`config.mk`:
```
export PLATFORM = sky130hd
export DESIGN_NAME = edge_ts_latch
export DESIGN_NICKNAME = d
export VERILOG_FILES = /design/src/rtl/edge_ts_pkg.sv /design/src/rtl/edge_ts_sync.sv /design/src/rtl/edge_ts_capture.sv /design/src/rtl/edge_ts_chan.sv /design/src/rtl/edge_ts_latch.sv
export SDC_FILE = /design/constraint.sdc
export NUM_CORES = 1
export LEC_CHECK = 0
export ABC_AREA = 0
export CAP_MARGIN = 20
export CORE_AREA = 2 2 292 265
export CTS_CLUSTER_DIAMETER = 100
export CTS_CLUSTER_SIZE = 25
export DETAILED_ROUTE_END_ITERATION = 10
export DIE_AREA = 0 0 294 267
export PLACE_DENSITY = 0.55
export SLEW_MARGIN = 15
export SYNTH_ARGS = -nofsm -noshare
export SYNTH_HDL_FRONTEND = slang
export SYNTH_SLANG_ARGS = --single-unit
```
`constraint.sdc`:
```
create_clock -name clk_i -period 1.85 [get_ports clk_i]
set_clock_uncertainty 0.05 [all_clocks]
set_input_delay 0.4625 -clock clk_i [delete_from_list [all_inputs] [get_ports clk_i]]
set_output_delay 0.4625 -clock clk_i [all_outputs]
set_load 0.1 [all_outputs]
```
`src/rtl/edge_ts_pkg.sv`:
```
package edge_ts_pkg;
  localparam int CTRL_W    = 8;
  localparam int STAT_W    = 8;
  localparam int ST_RISE   = 0;
  localparam int ST_FALL   = 1;
  localparam int ST_LEVEL  = 2;
  localparam int SYNC_LEN  = 2;

  typedef enum logic {
    MODE_LAST  = 1'b0,
    MODE_FIRST = 1'b1
  } cap_mode_e;
endpackage

```
`src/rtl/edge_ts_sync.sv`:
```
module edge_ts_sync #(
  parameter int STAGES = 2
) (
  input  logic clk_i,
  input  logic rst_ni,
  input  logic d_i,
  output logic level_o,
  output logic rise_o,
  output logic fall_o
);
  logic [STAGES-1:0] sr_q;
  logic              prev_q;

  always_ff @(posedge clk_i or negedge rst_ni) begin
    if (!rst_ni) begin
      sr_q   <= '0;
      prev_q <= 1'b0;
    end else begin
      sr_q   <= {sr_q[STAGES-2:0], d_i};
      prev_q <= sr_q[STAGES-1];
    end
  end

  assign level_o = sr_q[STAGES-1];
  assign rise_o  = sr_q[STAGES-1] & ~prev_q;
  assign fall_o  = ~sr_q[STAGES-1] & prev_q;
endmodule

```
`src/rtl/edge_ts_capture.sv`:
```
module edge_ts_capture
  import edge_ts_pkg::*;
#(
  parameter int TS_W = 32
) (
  input  logic            clk_i,
  input  logic            rst_ni,
  input  logic            tick_i,
  input  logic            edge_i,
  input  cap_mode_e       mode_i,
  input  logic [TS_W-1:0] time_i,
  output logic [TS_W-1:0] ts_o,
  output logic            flag_o,
  output logic            seen_o,
  output logic [TS_W-1:0] hold_o
);
  logic            seen_q;
  logic [TS_W-1:0] hold_q;
  logic            locked;

  assign locked = seen_q && (mode_i == MODE_FIRST);

  always_ff @(posedge clk_i or negedge rst_ni) begin
    if (!rst_ni) begin
      seen_q <= 1'b0;
      hold_q <= '0;
      ts_o   <= '0;
      flag_o <= 1'b0;
    end else if (tick_i) begin
      if (seen_q) ts_o <= hold_q;
      flag_o <= locked;
      // edge in boundary clock opens the new cycle
      seen_q <= edge_i;
      if (edge_i) hold_q <= time_i;
    end else if (edge_i && !locked) begin
      seen_q <= 1'b1;
      hold_q <= time_i;
    end
  end

  assign seen_o = seen_q;
  assign hold_o = hold_q;
endmodule

```
`src/rtl/edge_ts_chan.sv`:
```
module edge_ts_chan
  import edge_ts_pkg::*;
#(
  parameter int TS_W = 32
) (
  input  logic              clk_i,
  input  logic              rst_ni,
  input  logic              sig_i,
  input  logic              tick_i,
  input  logic              wr_i,
  input  logic [1:0]        wr_mode_i,
  input  logic [TS_W-1:0]   time_i,
  output logic [TS_W-1:0]   rise_ts_o,
  output logic [TS_W-1:0]   fall_ts_o,
  output logic [STAT_W-1:0] status_o,
  output logic [1:0]        mode_o,
  output logic              rise_seen_o,
  output logic [TS_W-1:0]   rise_hold_o
);
  logic       level, rise_det, fall_det;
  logic [1:0] shadow_q, mode_q;
  logic       lvl_q, rise_flag, fall_flag;
  logic       fall_seen_unused;
  logic [TS_W-1:0] fall_hold_unused;

  edge_ts_sync #(.STAGES(SYNC_LEN)) u_sync (
    .clk_i  (clk_i),
    .rst_ni (rst_ni),
    .d_i    (sig_i),
    .level_o(level),
    .rise_o (rise_det),
    .fall_o (fall_det)
  );

  always_ff @(posedge clk_i or negedge rst_ni) begin
    if (!rst_ni) begin
      shadow_q <= '0;
      mode_q   <= '0;
      lvl_q    <= 1'b0;
    end else begin
      if (wr_i) shadow_q <= wr_mode_i;
      if (tick_i) begin
        mode_q <= shadow_q;
        lvl_q  <= level;
      end
    end
  end

  edge_ts_capture #(.TS_W(TS_W)) u_rise (
    .clk_i (clk_i),
    .rst_ni(rst_ni),
    .tick_i(tick_i),
    .edge_i(rise_det),
    .mode_i(cap_mode_e'(mode_q[0])),
    .time_i(time_i),
    .ts_o  (rise_ts_o),
    .flag_o(rise_flag),
    .seen_o(rise_seen_o),
    .hold_o(rise_hold_o)
  );

  edge_ts_capture #(.TS_W(TS_W)) u_fall (
    .clk_i (clk_i),
    .rst_ni(rst_ni),
    .tick_i(tick_i),
    .edge_i(fall_det),
    .mode_i(cap_mode_e'(mode_q[1])),
    .time_i(time_i),
    .ts_o  (fall_ts_o),
    .flag_o(fall_flag),
    .seen_o(fall_seen_unused),
    .hold_o(fall_hold_unused)
  );

  always_comb begin
    status_o           = '0;
    status_o[ST_RISE]  = rise_flag;
    status_o[ST_FALL]  = fall_flag;
    status_o[ST_LEVEL] = lvl_q;
  end

  assign mode_o = mode_q;
endmodule

```
`src/rtl/edge_ts_latch.sv`:
```
module edge_ts_latch
  import edge_ts_pkg::*;
#(
  parameter int NUM_CH = 4,
  parameter int TS_W   = 32,
  localparam int CH_W  = (NUM_CH > 1) ? $clog2(NUM_CH) : 1
) (
  input  logic                     clk_i,
  input  logic                     rst_ni,
  input  logic [NUM_CH-1:0]        sig_i,
  input  logic                     cyc_tick_i,
  input  logic                     wr_en_i,
  input  logic [CH_W-1:0]          wr_ch_i,
  input  logic [CTRL_W-1:0]        wr_data_i,
  output logic [TS_W-1:0]          time_o,
  output logic [NUM_CH*TS_W-1:0]   rise_ts_o,
  output logic [NUM_CH*TS_W-1:0]   fall_ts_o,
  output logic [NUM_CH*STAT_W-1:0] status_o
);
  logic [TS_W-1:0]        time_q;
  logic [NUM_CH*2-1:0]    mode_all;
  logic [NUM_CH-1:0]      rise_seen_all;
  logic [NUM_CH*TS_W-1:0] rise_hold_all;
  logic                   unused_ctrl_bits;

  assign unused_ctrl_bits = ^wr_data_i[CTRL_W-1:2];

  always_ff @(posedge clk_i or negedge rst_ni) begin
    if (!rst_ni) time_q <= '0;
    else         time_q <= time_q + TS_W'(1);
  end
  assign time_o = time_q;

  for (genvar c = 0; c < NUM_CH; c++) begin : g_ch
    edge_ts_chan #(.TS_W(TS_W)) u_chan (
      .clk_i      (clk_i),
      .rst_ni     (rst_ni),
      .sig_i      (sig_i[c]),
      .tick_i     (cyc_tick_i),
      .wr_i       (wr_en_i && (wr_ch_i == CH_W'(c))),
      .wr_mode_i  (wr_data_i[1:0]),
      .time_i     (time_q),
      .rise_ts_o  (rise_ts_o[c*TS_W +: TS_W]),
      .fall_ts_o  (fall_ts_o[c*TS_W +: TS_W]),
      .status_o   (status_o[c*STAT_W +: STAT_W]),
      .mode_o     (mode_all[c*2 +: 2]),
      .rise_seen_o(rise_seen_all[c]),
      .rise_hold_o(rise_hold_all[c*TS_W +: TS_W])
    );
  end
endmodule

```
==> flow_summary.toml <==
[outcome]
status = "complete, but fails checks"
violations = "setup timing"

[critical_path]
crit_chain = "buf_12, buf_12"
cp.required_ns = 1.34
crit_slowest_cell = "dfrtp_4"
start_kind = "register"
cp-end-kind = "primary output"
critPathMostFrequentCell = "buf_12"
path_buf_inv = 2
crit_type = "register to primary output"
crit_family = "flip-flops"
cp.arrival_ns = 1.43
cp_max_fo = 2
cpPeakStageDelay_ns = 0.51

[final_layout]
regArea_sq_um = 14900
nNetsFinal = 1795
syn_to_final_growth_pct = 41.9
multiInputGateArea_sq_um = 7100
antennaDiodeCount = 0
fin_cells = 2770
fill_cells = 6671
final_area_sq_um = 31900
drive_above_1_share_pct = 60.0

[logic_synthesis]
yosys-mux-area-fraction_pct = 26.7
synth_fa_ha_area_share_pct = 0.0557
syn_area_sq_um = 22500
synthCells = 1395
synth_area_leaders = "dfrtp_1 66%, mux2_2 25%, mux2_4 1.7%"
yosys.area.top_type_share_pct = 65.9
synth_top_family_by_area = "multiplexers"
synth_xor_area_share_pct = 1.17
synth-seq-cells = 592
synth_common_cells = "592 x dfrtp_1, 498 x mux2_2, 34 x buf_4"
ys_seq_area_share_pct = 65.9
synth.most_common_cell = "dfrtp_1"
synth_compound_area_share_pct = 0.852
yosysWarnings = 0
async_reset_ff_share_pct = 100
syn_avg_cell_area_sq_um = 16.1
yosys.area.top_type = "dfrtp_1"
synth_cell_type_count = 35
synth_ff_type = "dfrtp_1"
synthSimpleGateAreaFrac_pct = 2.14
synth_edf_count = 0

[clock_network]
clock_path_buffers = 3
htree_levels = 1
cts_root_buf = "clkbuf_16"
clkSinkCount = 592
cts_tree = "done"
cts_buffers = 30
clock_latency_ns = 0.62
path_clk_slew_ns = 0.10

[global_routing]
overflow = 0
gr-max-usage-layer = "met2"
use_met3_pct = 3.20
met2_usage_pct = 27.1
grt_pass1_vias = 13517
antenna_found_initial = 1
grt_max_degree = 75
use_met1_pct = 21.4
grt_pass1_wl_um = 92600
grt_use_total_pct = 16.0

[die]
die_x_um = 294
io_pins = 338
rows = 96
initial_core_util_pct = 29.8
fp.dieH_um = 267
die_area_sq_um = 78500
core_area_sq_um = 75600

[sta]
rsz0062_at_grt = "true"
drv_slew = 0
period_needed_ns = 1.94
hold_slack_ns = 0.224
fmax_mhz = 516
setup_viol = 10
min_period_over_period_pct = 105
hold_viol = 0
fin_ws_ns = -0.0882

[route]
vias = 12618
drt-total-wl_um = 62900
first_pass_iters = 4
initialDrtViolationCount = 574
antenna_left = 0
drc = 0
post_drt_wl_per_cell_um = 22.7
vias_per_cell = 4.56

[min_path]
hold_class = "input port to register"

[placement]
portBuffers = 311
place_area_sq_um = 30500
dp.final_hpwl_um = 42400
pre_cts_ws_ns = -0.431
place_inst = 2686
gp_congestion = 0.765

[power_and_ir_drop]
power_density_nw_per_um2 = 835
ir_worst_vdd_v = 0.000647
power.total_mw = 26.6
p_leak_nw = 15.2

[flow_run]
drv_cap = 0
state kept, by name, summed over array words and instances, names as in the netlist:
name / count
g_ch.u_chan.mode_o: 8
g_ch.u_chan.u_sync.prev_q: 4
g_ch.u_chan.u_rise.hold_o: 128
g_ch.u_chan.shadow_q: 8
g_ch.u_chan.u_sync.sr_q: 8
g_ch.u_chan.lvl_q: 4
g_ch.u_chan.u_fall.ts_o: 128
time_o: 32
g_ch.u_chan.u_fall.seen_o: 4
g_ch.u_chan.u_rise.flag_o: 4
g_ch.u_chan.u_rise.seen_o: 4
g_ch.u_chan.u_fall.hold_o: 128
g_ch.u_chan.u_fall.flag_o: 4
g_ch.u_chan.u_rise.ts_o: 128
final timing paths:
kind | slack (ns) | end | start | cells past startpoint
max | -0.09 | time_o[1] | time_o[1]$_DFF_PN0_ | 2
min | 0.22 | g_ch[1].u_chan.u_sync.sr_q[0]$_DFF_PN0_ | sig_i[1] | 1
max reg2reg | 0.06 | time_o[30]$_DFF_PN0_ | time_o[0]$_DFF_PN0_ | 7
min reg2reg | 0.30 | g_ch[0].u_chan.u_sync.sr_q[1]$_DFF_PN0_ | g_ch[0].u_chan.u_sync.sr_q[0]$_DFF_PN0_ | 0
max in group asynchronous | 0.67 | g_ch[3].u_chan.u_fall.ts_o[7]$_DFFE_PN0P_ | rst_ni | 3
min in group asynchronous | 0.32 | g_ch[2].u_chan.mode_o[1]$_DFFE_PN0P_ | rst_ni | 2
kinds of logic after synthesis:
group | count (synthesis)
flip-flops | 592
adder cells (fa/ha/maj) | 1
other | 1
XOR/XNOR | 30
buffers and inverters | 136
AND/OR/NAND/NOR | 83
multiplexers | 524
AO/OA/AOI/OAI | 28
timing repair:
item / CTS / global route
resized for setup: 58 / 13
hold buffers: 1 / 0
setup buffers: 43 / 5
endpoints found under the setup margin: 37 / 31
pin swaps: 0 / 4
hold endpoints to repair: 16 / 0
layout make-up:
class,count,area share [%]
well taps,980,3.84
clock buffers,38,2.58
flip-flops and latches,592,46.7
clock inverters,8,0.310
inverters,16,0.188
multi-input cells,686,22.3
repair buffers,450,24.1
routing by layer:
layer,routed length [um],up-vias
met2,31200,237
li1,-,5551
met1,27200,6776
met3,3430,54
met4,1100,0
met5,0,-
placed cells by master (no fill, tap or decap), types with 4 or more instances in the layout:
cell type	netlist	final
nand4_1	6	6
clkbuf_16	0	31
dfrtp_1	592	549
conb_1	1	20
xor2_1	7	7
nand3_2	1	4
clkdlybuf4s50_1	0	10
a311o_2	0	4
and4_1	5	5
a22o_1	4	4
dfrtp_4	0	11
nand2_1	25	17
mux2_2	498	498
o21ai_0	15	15
nor2_1	5	5
mux2_4	26	26
dfrtp_2	0	32
buf_12	0	336
nand3_1	26	21
o2bb2ai_1	4	4
nand2_2	0	8
xnor2_1	23	23
buf_4	34	95
clkbuf_1	24	5
inv_1	15	15
worst register-to-register path: stages (launching register included):
cell and delay [ns]:
dfrtp_4 0.48, buf_6 0.12, ha_4 0.14, nand3_4 0.08, nor4_4 0.34, buf_12 0.17
nand4_1 0.12, xnor2_1 0.16
power by group:
part	total, mW	internal, mW	switching, mW
Sequential	13.9	13.4	0.489
Clock	7.57	3.23	4.34
Combinational	5.15	1.83	3.31
through the flow:
step | TNS [ns] | utilization [%]
after floorplan | -0.0802 | -
after global placement | -185.86 | 40.4
after detailed placement | -157.42 | 40.4
after CTS | -1.37 | 42.3
after global routing | -1.38 | 42.2
final | -0.456 | 42.2
Power figures use the tool's default switching activity.
